**src/rtl/hc_seq_pkg.sv**
```systemverilog
package hc_seq_pkg;
  localparam int BIT_BE    = 0;
  localparam int BIT_COH   = 1;
  localparam int BIT_BLK   = 2;
  localparam int BIT_CLK   = 3;
  localparam int BIT_RDONE = 4;
  localparam int IMG_W     = 4;

  typedef enum logic [3:0] {
    ST_IDLE,
    ST_INIT_WR,
    ST_INIT_WT,
    ST_CLK_WR,
    ST_CLK_WT,
    ST_BLK_WR,
    ST_BLK_WT,
    ST_POLL_DUMMY,
    ST_POLL_EVAL,
    ST_POLL_WT,
    ST_DIS_WR
  } seq_state_e;
endpackage

```
**src/rtl/hc_us_tick.sv**
```systemverilog
module hc_us_tick #(
  parameter int CYC_PER_US = 48
) (
  input  logic clk_i,
  input  logic rst_ni,
  input  logic en_i,
  output logic tick_o
);
  localparam int CW = (CYC_PER_US > 1) ? $clog2(CYC_PER_US) : 1;
  localparam logic [CW-1:0] LAST = CW'(CYC_PER_US - 1);

  logic [CW-1:0] cnt_q;

  always_ff @(posedge clk_i or negedge rst_ni) begin
    if (!rst_ni)            cnt_q <= '0;
    else if (!en_i)         cnt_q <= '0;
    else if (cnt_q == LAST) cnt_q <= '0;
    else                    cnt_q <= cnt_q + 1'b1;
  end

  assign tick_o = en_i && (cnt_q == LAST);
endmodule

```
**src/rtl/hc_wait_timer.sv**
```systemverilog
module hc_wait_timer #(
  parameter int CYC_PER_US = 48,
  parameter int US_PER_MS  = 1000
) (
  input  logic clk_i,
  input  logic rst_ni,
  input  logic start_i,
  output logic expire_o
);
  localparam int UW = (US_PER_MS > 1) ? $clog2(US_PER_MS) : 1;
  localparam logic [UW-1:0] LAST_US = UW'(US_PER_MS - 1);

  logic          active_q;
  logic [UW-1:0] us_q;
  logic          tick;

  hc_us_tick #(.CYC_PER_US(CYC_PER_US)) u_tick (
    .clk_i (clk_i),
    .rst_ni(rst_ni),
    .en_i  (active_q),
    .tick_o(tick)
  );

  assign expire_o = active_q && tick && (us_q == LAST_US);

  always_ff @(posedge clk_i or negedge rst_ni) begin
    if (!rst_ni) begin
      active_q <= 1'b0;
      us_q     <= '0;
    end else if (start_i) begin
      active_q <= 1'b1;
      us_q     <= '0;
    end else if (expire_o) begin
      active_q <= 1'b0;
    end else if (active_q && tick) begin
      us_q <= us_q + 1'b1;
    end
  end
endmodule

```
**src/rtl/hc_bus_port.sv**
```systemverilog
module hc_bus_port #(
  parameter int              ADDR_W    = 16,
  parameter int              DATA_W    = 32,
  parameter logic [ADDR_W-1:0] CTRL_ADDR = '0
) (
  input  logic              clk_i,
  input  logic              rst_ni,
  input  logic              req_i,
  input  logic              req_write_i,
  input  logic [DATA_W-1:0] req_wdata_i,
  output logic              cmp_o,
  output logic [DATA_W-1:0] rdata_o,
  output logic              acc_valid_o,
  output logic              acc_write_o,
  output logic [ADDR_W-1:0] acc_addr_o,
  output logic [DATA_W-1:0] acc_wdata_o,
  input  logic [DATA_W-1:0] acc_rdata_i,
  input  logic              acc_ack_i
);
  logic              valid_q, write_q, cmp_q;
  logic [DATA_W-1:0] wdata_q, rdata_q;

  always_ff @(posedge clk_i or negedge rst_ni) begin
    if (!rst_ni) begin
      valid_q <= 1'b0;
      write_q <= 1'b0;
      cmp_q   <= 1'b0;
      wdata_q <= '0;
      rdata_q <= '0;
    end else begin
      cmp_q <= 1'b0;
      if (valid_q) begin
        if (acc_ack_i) begin
          valid_q <= 1'b0;
          cmp_q   <= 1'b1;
          rdata_q <= acc_rdata_i;
        end
      end else if (req_i) begin
        valid_q <= 1'b1;
        write_q <= req_write_i;
        wdata_q <= req_wdata_i;
      end
    end
  end

  assign cmp_o       = cmp_q;
  assign rdata_o     = rdata_q;
  assign acc_valid_o = valid_q;
  assign acc_write_o = write_q;
  assign acc_addr_o  = CTRL_ADDR;
  assign acc_wdata_o = wdata_q;
endmodule

```
**src/rtl/hc_bringup_seq.sv**
```systemverilog
module hc_bringup_seq
  import hc_seq_pkg::*;
#(
  parameter int                CYC_PER_US = 48,
  parameter int                US_PER_MS  = 1000,
  parameter int                POLL_LIMIT = 16,
  parameter bit                BIG_ENDIAN = 1'b0,
  parameter int                ADDR_W     = 16,
  parameter int                DATA_W     = 32,
  parameter logic [ADDR_W-1:0] CTRL_ADDR  = 16'hFFFC
) (
  input  logic              clk_i,
  input  logic              rst_ni,
  input  logic              cmd_init_i,
  input  logic              cmd_en_i,
  input  logic              cmd_dis_i,
  input  logic              ref_ok_i,
  output logic              busy_o,
  output logic              done_o,
  output logic              err_o,
  output logic              timeout_o,
  output logic              acc_valid_o,
  output logic              acc_write_o,
  output logic [ADDR_W-1:0] acc_addr_o,
  output logic [DATA_W-1:0] acc_wdata_o,
  input  logic [DATA_W-1:0] acc_rdata_i,
  input  logic              acc_ack_i
);
  localparam int PW = $clog2(POLL_LIMIT + 1);
  localparam logic [PW-1:0] POLL_LAST = PW'(POLL_LIMIT - 1);
  localparam logic [IMG_W-1:0] M_CLK = IMG_W'(1 << BIT_CLK);
  localparam logic [IMG_W-1:0] M_BLK = IMG_W'(1 << BIT_BLK);
  localparam logic [IMG_W-1:0] M_COH = IMG_W'(1 << BIT_COH);
  localparam logic [IMG_W-1:0] M_BE  = BIG_ENDIAN ? IMG_W'(1 << BIT_BE) : '0;

  seq_state_e     state_q;
  logic [IMG_W-1:0] img_q, img_nxt;
  logic           issued_q;
  logic [PW-1:0]  poll_q;
  logic           done_q, err_q, to_q;

  logic              acc_st, wait_st, req, req_write, wait_start, expire, cmp, step_done;
  logic [DATA_W-1:0] rd_word;
  logic              unused_rd;

  assign unused_rd = ^rd_word;

  always_comb begin
    acc_st = 1'b0;
    wait_st = 1'b0;
    unique case (state_q)
      ST_INIT_WR, ST_CLK_WR, ST_BLK_WR,
      ST_POLL_DUMMY, ST_POLL_EVAL, ST_DIS_WR: acc_st = 1'b1;
      ST_INIT_WT, ST_CLK_WT, ST_BLK_WT, ST_POLL_WT: wait_st = 1'b1;
      default: ;
    endcase
  end

  always_comb begin
    unique case (state_q)
      ST_INIT_WR: img_nxt = img_q | M_COH | M_BE;
      ST_CLK_WR:  img_nxt = img_q | M_CLK;
      ST_BLK_WR:  img_nxt = img_q | M_CLK | M_BLK;
      ST_DIS_WR:  img_nxt = img_q & ~(M_CLK | M_BLK);
      default:    img_nxt = img_q;
    endcase
  end

  assign req        = acc_st && !issued_q;
  assign wait_start = wait_st && !issued_q;
  assign req_write  = !(state_q == ST_POLL_DUMMY || state_q == ST_POLL_EVAL);
  assign step_done  = acc_st ? cmp : (wait_st && expire);

  hc_bus_port #(
    .ADDR_W(ADDR_W), .DATA_W(DATA_W), .CTRL_ADDR(CTRL_ADDR)
  ) u_port (
    .clk_i      (clk_i),
    .rst_ni     (rst_ni),
    .req_i      (req),
    .req_write_i(req_write),
    .req_wdata_i(DATA_W'(img_nxt)),
    .cmp_o      (cmp),
    .rdata_o    (rd_word),
    .acc_valid_o(acc_valid_o),
    .acc_write_o(acc_write_o),
    .acc_addr_o (acc_addr_o),
    .acc_wdata_o(acc_wdata_o),
    .acc_rdata_i(acc_rdata_i),
    .acc_ack_i  (acc_ack_i)
  );

  hc_wait_timer #(
    .CYC_PER_US(CYC_PER_US), .US_PER_MS(US_PER_MS)
  ) u_wait (
    .clk_i   (clk_i),
    .rst_ni  (rst_ni),
    .start_i (wait_start),
    .expire_o(expire)
  );

  always_ff @(posedge clk_i or negedge rst_ni) begin
    if (!rst_ni) begin
      state_q  <= ST_IDLE;
      img_q    <= '0;
      issued_q <= 1'b0;
      poll_q   <= '0;
      done_q   <= 1'b0;
      err_q    <= 1'b0;
      to_q     <= 1'b0;
    end else begin
      done_q <= 1'b0;
      if (step_done)              issued_q <= 1'b0;
      else if (req || wait_start) issued_q <= 1'b1;

      unique case (state_q)
        ST_IDLE: begin
          if (cmd_init_i || cmd_en_i || cmd_dis_i) begin
            err_q  <= 1'b0;
            to_q   <= 1'b0;
            poll_q <= '0;
            if (cmd_dis_i)      state_q <= ST_DIS_WR;
            else if (!ref_ok_i) begin
              err_q  <= 1'b1;
              done_q <= 1'b1;
            end
            else if (cmd_en_i)  state_q <= ST_CLK_WR;
            else                state_q <= ST_INIT_WR;
          end
        end
        ST_INIT_WR: if (cmp) begin img_q <= img_nxt; state_q <= ST_INIT_WT; end
        ST_INIT_WT: if (expire) begin state_q <= ST_IDLE; done_q <= 1'b1; end
        ST_CLK_WR:  if (cmp) begin img_q <= img_nxt; state_q <= ST_CLK_WT; end
        ST_CLK_WT:  if (expire) state_q <= ST_BLK_WR;
        ST_BLK_WR:  if (cmp) begin img_q <= img_nxt; state_q <= ST_BLK_WT; end
        ST_BLK_WT:  if (expire) state_q <= ST_POLL_DUMMY;
        ST_POLL_DUMMY: if (cmp) state_q <= ST_POLL_EVAL;  // stale read, data dropped
        ST_POLL_EVAL: if (cmp) begin
          if (rd_word[BIT_RDONE]) begin
            state_q <= ST_IDLE;
            done_q  <= 1'b1;
          end else if (poll_q == POLL_LAST) begin
            state_q <= ST_IDLE;
            done_q  <= 1'b1;
            to_q    <= 1'b1;
          end else begin
            poll_q  <= poll_q + 1'b1;
            state_q <= ST_POLL_WT;
          end
        end
        ST_POLL_WT: if (expire) state_q <= ST_POLL_DUMMY;
        ST_DIS_WR:  if (cmp) begin img_q <= img_nxt; state_q <= ST_IDLE; done_q <= 1'b1; end
        default: state_q <= ST_IDLE;
      endcase
    end
  end

  assign busy_o    = (state_q != ST_IDLE);
  assign done_o    = done_q;
  assign err_o     = err_q;
  assign timeout_o = to_q;
endmodule

```
**config.mk**
```make
export PLATFORM = sky130hd
export DESIGN_NAME = hc_bringup_seq
export DESIGN_NICKNAME = d
export VERILOG_FILES = /design/src/rtl/hc_seq_pkg.sv /design/src/rtl/hc_us_tick.sv /design/src/rtl/hc_wait_timer.sv /design/src/rtl/hc_bus_port.sv /design/src/rtl/hc_bringup_seq.sv
export SDC_FILE = /design/constraint.sdc
export NUM_CORES = 1
export LEC_CHECK = 0
export BUFFER_PORTS_ARGS = -buffer_cell sky130_fd_sc_hd__buf_2
export CORE_UTILIZATION = 45
export DETAILED_ROUTE_END_ITERATION = 10
export GPL_ROUTABILITY_DRIVEN = 0
export PLACE_DENSITY = 0.73
export RECOVER_POWER = 100
export SYNTH_ARGS = -nofsm -noshare
export SYNTH_HDL_FRONTEND = slang
export SYNTH_HIERARCHICAL = 1
export SYNTH_SLANG_ARGS = --single-unit
```
**constraint.sdc**
```tcl
create_clock -name clk_i -period 5.9 [get_ports clk_i]
set_input_delay 0.59 -clock clk_i [delete_from_list [all_inputs] [get_ports clk_i]]
set_output_delay 0.59 -clock clk_i [all_outputs]
set_load 0.005 [all_outputs]
```
# Yosys cells after proc, flatten, opt, wreduce, memory -nomap -nowiden
# Index checks and enable logic that the tools add are counted.
[classes] n_addsub=3 n_eq_ne=28 n_mux=53 bitwise=1 reduce_logical=30
[ops] op="$mux W4" count=14
[ops] op="$pmux W4 S10" count=1
[ops] op="$mux W10" count=3
[ops] op="$mux W1" count=24
[ops] op="$mux W5" count=4
[ops] op="$eq A4 B3 Y1 const B" count=4
[ops] op="$ne A2 B1 Y1 const B" count=8
[ops] op="$pmux W4 S4" count=1
[ops] op="$eq A4 B4 Y1 const B" count=3
[ops] op="$mux W6" count=2
[ops] op="$ne A2 B2 Y1 const B" count=6
[ops] op="$reduce_and A11 Y1" count=1
[ops] op="$add A10 B1 Y10 const B" count=1
[ops] op="$eq A10 B10 Y1 const B" count=1
[ops] op="$pmux W5 S2" count=1
[ops] op="$reduce_and A2 Y1" count=5
[ops] op="$reduce_and A5 Y1" count=2
[ops] op="$eq A4 B2 Y1 const B" count=2
[ops] op="$reduce_bool A2 Y1" count=4
[ops] op="$reduce_or A4 Y1" count=2
[ops] op="$add A6 B1 Y6 const B" count=1
[ops] op="$eq A6 B6 Y1 const B" count=1
[ops] op="$logic_and A1 B1 Y1" count=6
[ops] op="$reduce_or A6 Y1" count=1
[ops] op="13 further kinds" count=17
[totals] register_bits=46 inputBits=39 output_inout_bits=54

# Logic depth before layout (Yosys ltp)
# Gate-level depths: netlist of run 1.
[depth] ltp_word=7 depth_mapped=9

# Modules after synthesis
# The synthesis of run 1 kept the hierarchy.
[modules_own_cells] module="hc_bus_port" instances=1 cells_per_inst=161 area_each_um2=2780.2 seq_area_each_um2=1676.6
[modules_own_cells] module="hc_bringup_seq" instances=1 cells_per_inst=126 area_each_um2=1019.7 seq_area_each_um2=400.4
[modules_own_cells] module="hc_wait_timer" instances=1 cells_per_inst=67 area_each_um2=628.1 seq_area_each_um2=275.3
[modules_own_cells] module="hc_us_tick" instances=1 cells_per_inst=25 area_each_um2=274.0 seq_area_each_um2=150.1

# Worst setup path before layout of run 1
# OpenSTA, ideal clock, no wires.
[synth_path] path_kind="register to register" startpoint="register u_wait.u_tick.cnt_q[0]" endpoint="register state_q[3]" setup_ns=0.125 arrival_ns=2.273 slack_ns=3.502 stages_incl_launch_ff=8 path_buffers=0 cell_sequence="dfrtp_1 > ha_1 > nand3_1 > nor3_1 > nand4_2 > nor3_1 > o221ai_2 > mux2_4"
[synth_between] elab_chain_cells=6 elab_cells_between_ends=8
[synth_rtl] item="start, declared" line="hc_us_tick.sv:12" source="logic [CW-1:0] cnt_q;"
[synth_rtl] item="start signal, assigned" line="hc_us_tick.sv:18" source="else cnt_q <= cnt_q + 1'b1;"
[synth_rtl] item="$eq A6 B6 Y1 *" line="hc_us_tick.sv:21" source="assign tick_o = en_i && (cnt_q == LAST);"
[synth_rtl] item="$logic_and A1 B1 Y1 *" line="hc_us_tick.sv:21"
[synth_rtl] item="named net u_wait.tick" line="hc_wait_timer.sv:15" source="logic tick;"
[synth_rtl] item="$logic_and A1 B1 Y1 * (2 in a row)" line="hc_wait_timer.sv:24" source="assign expire_o = active_q && tick && (us_q == LAST_US);"
[synth_rtl] item="named net expire" line="hc_bringup_seq.sv:42" source="logic acc_st, wait_st, req, req_write, wait_start, expire, cmp, step_done;"
[synth_rtl] item="$ne A2 B2 Y1 (no source line) or $ne A2 B1 Y1 (tied branches)"
[synth_rtl] item="$reduce_and A11 Y1 (no source line) *"
[synth_rtl] item="end signal, assigned" line="hc_bringup_seq.sv:103" source="state_q <= ST_IDLE;"
[synth_rtl] item="end signal, assigned" line="hc_bringup_seq.sv:121" source="if (cmd_dis_i) state_q <= ST_DIS_WR;"
[synth_rtl] item="end signal, assigned" line="hc_bringup_seq.sv:126" source="else if (cmd_en_i) state_q <= ST_CLK_WR;"
[synth_rtl] item="end, declared" line="hc_bringup_seq.sv:36" source="seq_state_e state_q;"
# The timed path passes the listed nets; every way through them passes the cells marked *.
# A chain may end at the register's enable or synchronous reset.

==> results of run 1 <==
final cells by class:
cell class,count,share of cell area (%)
Clock buffer,13,4.34
Clock inverter,3,1.09
Inverter,9,0.869
Multi-Input combinational cell,248,40.4
Sequential cell,69,44.4
Tap cell,102,3.28
Timing Repair Buffer,47,5.60
metal layers:
layer  share of wire [%]  vias up  global-route usage [%]
li1                    -     1191                       -
met1                  46     1145                    20.8
met2                  49       53                    26.3
met3                 4.5        6                    5.44
met4                0.63        0                    5.82
met5                   0        -                       0
where the power goes:
group | switching (uW) | leakage (uW) | total [uW] | internal (uW)
Clock | 169 | 0.000106 | 398 | 229
Sequential | 145 | 0.000867 | 789 | 644
Combinational | 264 | 0.000829 | 548 | 284
Total | 578 | 0.00180 | 1740 | 1160
worst max path at each step:
stage,startpoint,cells past startpoint,end,slack (ps)
2_1_floorplan,u_wait/u_tick/cnt_q[0]$_DFF_PN0_,7,state_q[3]$_DFFE_PN0P_,3500
3_3_place_gp,u_wait/u_tick/cnt_q[0]$_DFF_PN0_,7,state_q[3]$_DFFE_PN0P_,3090
3_5_place_dp,u_wait/u_tick/cnt_q[0]$_DFF_PN0_,7,state_q[3]$_DFFE_PN0P_,2990
4_1_cts,u_wait/u_tick/cnt_q[0]$_DFF_PN0_,9,done_o$_DFF_PN0_,2960
5_1_grt,rst_ni,2,u_port/acc_wdata_o[22]$_DFFE_PN0P_,1420
6_report,rst_ni,2,u_port/acc_wdata_o[22]$_DFFE_PN0P_,2330
registers in the layout (all words and copies together) (netlist names), 3 cells and up:
signal,count
u_wait/us_q,10
u_port/acc_wdata_o,32
state_q,4
poll_q,5
img_q,3
u_wait/u_tick/cnt_q,6
metrics by stage:
stage	worst slack, ps	power (uW)	hold WS [ps]	instances	utilization [%]
5_1_grt	1420	1870	476	491	50.6
4_1_cts	2960	1890	454	491	52.7
2_1_floorplan	3500	1310	294	358	-
6_report	2330	1740	452	491	50.6
3_3_place_gp	3090	1450	433	475	49.9
3_5_place_dp	2990	1480	437	475	49.9
==> reports/results.tsv, run 1 <==
stage	metric	value	unit
worst_setup_path	critPathArrivalTime	3200	ps
floorplanning	die_height	91.0	um
timing	clock_skew	7.22	ps
worst_setup_path	crit_fanout	69	
worst_setup_path	r2r_cells	6	
timing	min_period_over_period	60.5	%
grt	antenna_found_initial	0	
worst_setup_path	critPathBufInv	2	
clock_network	clk_path_buf_depth	2	
grt	grt_pass1_wl	10.8	mm
timing	setup-violations-final	0	
clock_network	cts_resized	0	
finish	num_antenna_cells	0	
yosys	post_synth.cell_area_avg	11.3	um^2
clock_network	tritoncts	yes	
timing	finalHoldViolations	0	
pwr	p_leak	0.00180	uW
routing	via_count	2395	
routing	drt_pre_antenna_iters	4	
finish	final_area	3890	um^2
yosys	syn-cell-area	3570	um^2
placed_design	placed_area	3840	um^2
placed_design	hpwlAfterDp	4.16	mm
clock_network	cts_htree_levels	3	
finish	seq_area	1730	um^2
worst_hold_path	hold_path.class	flop to flop	
timing	final.setup.tns	0	ps
job	drv_cap	2	
floorplanning	rows	32	
finish	area_growth	9.05	%
routing	wl_per_cell	12.3	um
pwr	ir_drop	0.269	mV
clock_network	numCtsBuffers	9	
worst_hold_path	hold-path-endpoint	img_q[1]$_DFFE_PN0P_	
routing	drtAntennaViolNets	0	
grt	gr-total-overflow	0	
grt	grt_pass1_vias	2365	
routing	viasPerCell	4.88	
floorplanning	dieArea	8280	um^2
yosys	ys_warn_count	6	
finish	nets	427	
timing	tightest_slew	3570	ps
timing	fin_crit	3570	ps
pwr	p_per_area	446	nW/um^2
finish	layout_commonest_cell	dfrtp_1	
floorplanning	coreArea	7690	um^2
clock_network	clock_latency	340	ps
worst_hold_path	worstHoldPathCells	1	
finish	final_layout_size_suffix_gt1_share	15.9	%
clock_network	clkTransAtPathRegs	70	ps
outcome	status	finished with violations	
timing	max_slew_margin	-138	%
worst_setup_path	cp.required	5540	ps
routing	drc_errors	0	
routing	first_iter_violations	177	
worst_hold_path	min_from	img_q[1]$_DFFE_PN0P_	
grt	grt_max_degree	70	
worst_setup_path	worst_r2r_endpoint	u_port/acc_wdata_o[25]$_DFFE_PN0P_	
clock_network	cts_num_sinks	69	
finish	final_cell_mix	69 x dfrtp_1, 45 x conb_1, 33 x buf_2	
placed_design	io_buffer_count	45	
clock_network	root_buffer	clkbuf_8	
worst_setup_path	crit_path_cell_trace	buf_2, clkbuf_1	
routing	wl	6.02	mm
worst_setup_path	r2r_start	state_q[3]$_DFFE_PN0P_	
grt	grt_usage	16.4	%
clock_network	postCtsSetupBuffers	0	
timing	max_freq	0.280	GHz
worst_setup_path	end_kind	asynchronous set/reset pin	
timing	slew_viol_final	100	
timing	grt_setup_unrepaired	false	
outcome	failed_checks	max-capacitance violations, max-slew violations	
worst_setup_path	slowest_delay	2490	ps
floorplanning	die_width	91.0	um
clock_network	cts_hold_buffers	0	
floorplanning	start_util	46.4	%
worst_setup_path	ff2ff_setup_slack	2360	ps
worst_setup_path	cpMaxStageDelayCell	clkbuf_1	
worst_setup_path	path_class	input pin to asynchronous set/reset pin	
worst_setup_path	cp_top_family	buffers and inverters	
finish	fillerInstances	759	
yosys	synthCells	316	
floorplanning	io_pins	93	
worst_setup_path	cp-start-kind	input pin	
finish	multi_input_area	1570	um^2
No activity file was read; power rests on OpenSTA's default activity.
==> run 2: changes to the inputs <==
==> constraint.sdc (replaced) <==
create_clock -name clk_i -period 3.36 [get_ports clk_i]
set_input_delay 0.336 -clock clk_i [delete_from_list [all_inputs] [get_ports clk_i]]
set_output_delay 0.336 -clock clk_i [all_outputs]
set_load 0.005 [all_outputs]
==> run 2 against run 1 <==
  * The flow now finishes without violations
  * Global-route usage increased by 0.36 points
  * Count of clock-buffer cells in the layout fell by 3
  * First-iteration DRC count shrank 21%
==> reports/results.tsv, run 2 (same netlist as run 1, synthesis figures left out) <==
stage	metric	value	unit
outcome	status	finished, final reports clean	
timing	grt_setup_unrepaired	false	
pwr	p_sw_share	33.7	%
clock_network	cts_num_sinks	69	
grt	grt_usage	16.8	%
timing	clock_skew	11.0	ps
placed_design	placed_area	3860	um^2
grt	gr-total-overflow	0	
worst_setup_path	cp.required	3580	ps
floorplanning	io_pins	93	
worst_setup_path	crit_path_cell_trace	nand2b_1, mux2_1, nor2_1, nor2b_1, buf_12, mux2_1	
worst_setup_path	cp_common_cell	mux2_1	
clock_network	root_buffer	clkbuf_8	
routing	highest_layer	met4	
placed_design	io_buffer_count	45	
floorplanning	die_width	91.0	um
timing	finalHoldViolations	0	
pwr	p_switching	1060	uW
floorplanning	start_util	46.4	%
worst_setup_path	critPathArrivalTime	2900	ps
clock_network	clk_path_buf_depth	2	
finish	area_growth	10.6	%
timing	slew_viol_final	0	
routing	via_count	2437	
placed_design	hpwlAfterDp	4.27	mm
clock_network	cts_resized	0	
worst_setup_path	cp_top_family	simple AND/OR/NAND/NOR gates	
floorplanning	rows	32	
worst_setup_path	crit_fanout	28	
routing	wl_per_cell	12.5	um
routing	met1_length	2.71	mm
worst_setup_path	r2r_cells	6	
clock_network	tritoncts	yes	
worst_hold_path	hold_path.class	input pin to flop	
pwr	comb_power_share	31.1	%
finish	fin_util	51.3	%
timing	whs	216	ps
timing	tightest_slew	1300	ps
finish	num_antenna_cells	0	
routing	routed-wl-met2	3.08	mm
routing	drc_errors	0	
pwr	seqPwrFrac	44.1	%
timing	max_slew_margin	13.6	%
finish	fillerInstances	733	
floorplanning	die_height	91.0	um
worst_hold_path	worstHoldPathCells	2	
pwr	ir_drop	0.431	mV
finish	layout_commonest_cell	dfrtp_1	
clock_network	clkTransAtPathRegs	80	ps
grt	grt_pass1_vias	2382	
floorplanning	coreArea	7690	um^2
pwr	power_frac_clock	24.7	%
timing	setup-violations-final	0	
finish	multi_input_area	1570	um^2
job	drv_cap	0	
timing	fin_crit	2670	ps
floorplanning	dieArea	8280	um^2
grt	grt_max_degree	54	
worst_setup_path	end_kind	flop	
finish	final_layout_size_suffix_gt1_share	16.4	%
worst_setup_path	critPathBufInv	1	
worst_setup_path	slowest_delay	690	ps
worst_setup_path	r2r_start	state_q[3]$_DFFE_PN0P_	
finish	nets	429	
worst_setup_path	ff2ff_setup_slack	690	ps
pwr	p_int	2080	uW
grt	antenna_found_initial	0	
routing	wl	6.17	mm
worst_setup_path	worst_r2r_endpoint	u_port/acc_wdata_o[8]$_DFFE_PN0P_	
worst_hold_path	hold-path-endpoint	u_port/rdata_o[4]$_DFFE_PN0P_	
clock_network	cts_htree_levels	3	
worst_hold_path	min_from	acc_rdata_i[4]	
finish	seq_area	1730	um^2
pwr	p_leak	0.00183	uW
routing	viasPerCell	4.94	
worst_setup_path	path_class	flop to flop	
finish	final_area	3940	um^2
timing	max_freq	0.374	GHz
finish	largest_reg_flops	32	
routing	first_iter_violations	139	
finish	final_cell_mix	69 x dfrtp_1, 45 x conb_1, 30 x buf_2	
clock_network	numCtsBuffers	9	
routing	wl_met3	319	um
pwr	p_per_area	797	nW/um^2
timing	min_period_over_period	79.5	%
worst_setup_path	cp-start-kind	flop	
clock_network	clock_latency	350	ps
routing	drt_pre_antenna_iters	4	
routing	drtAntennaViolNets	0	
worst_setup_path	cpMaxStageDelayCell	dfrtp_1	
grt	grt_pass1_wl	11.1	mm
timing	final.setup.tns	0	ps
==> run 2: through the flow <==
step,power [uW],setup slack (ps),instances
global route,3370,313,493
global placement,2560,905,476
finish,3140,689,493
CTS,3420,792,493
detailed placement,2620,805,476
floorplan,2300,962,358
==> run 2: final cells by class <==
class | instances | area share (%)
flip-flops and latches | 69 | 43.8
multi-input cells | 248 | 39.9
repair buffers | 49 | 6.32
clock buffers | 10 | 3.49
well taps | 102 | 3.24
clock inverters | 6 | 2.38
inverters | 9 | 0.857
==> run 2: worst max path at each step <==
stage	startpoint	slack, ps	endpoint	cells past startpoint
finish	state_q[3]$_DFFE_PN0P_	690	u_port/acc_wdata_o[8]$_DFFE_PN0P_	6
global route	u_wait/u_tick/cnt_q[0]$_DFF_PN0_	310	state_q[3]$_DFFE_PN0P_	8
CTS	state_q[3]$_DFFE_PN0P_	790	u_wait/us_q[0]$_DFFE_PN0P_	6
detailed placement	state_q[3]$_DFFE_PN0P_	810	u_wait/us_q[0]$_DFFE_PN0P_	6
global placement	u_wait/u_tick/cnt_q[0]$_DFF_PN0_	900	state_q[3]$_DFFE_PN0P_	8
floorplan	u_wait/u_tick/cnt_q[0]$_DFF_PN0_	960	state_q[3]$_DFFE_PN0P_	7
==> run 2: power by group through the flow <==
stage               combinational, uW  sequential [uW]  clock [uW]
floorplan                         975             1330           0
detailed placement               1200             1420           0
global route                     1100             1440         828
CTS                              1210             1400         801
finish                            977             1390         777
global placement                 1160             1400           0
==> run 2: routing by layer <==
metal / vias to the layer above / global-route usage, %
met5: - / 0
met4: 0 / 4.76
met3: 10 / 5.28
met2: 62 / 27.7
met1: 1173 / 21.2
li1: 1192 / -
==> run 2: timing repair <==
action	CTS	global route
hold endpoints to repair	16	0
buffers inserted	0	0
hold buffers	1	0
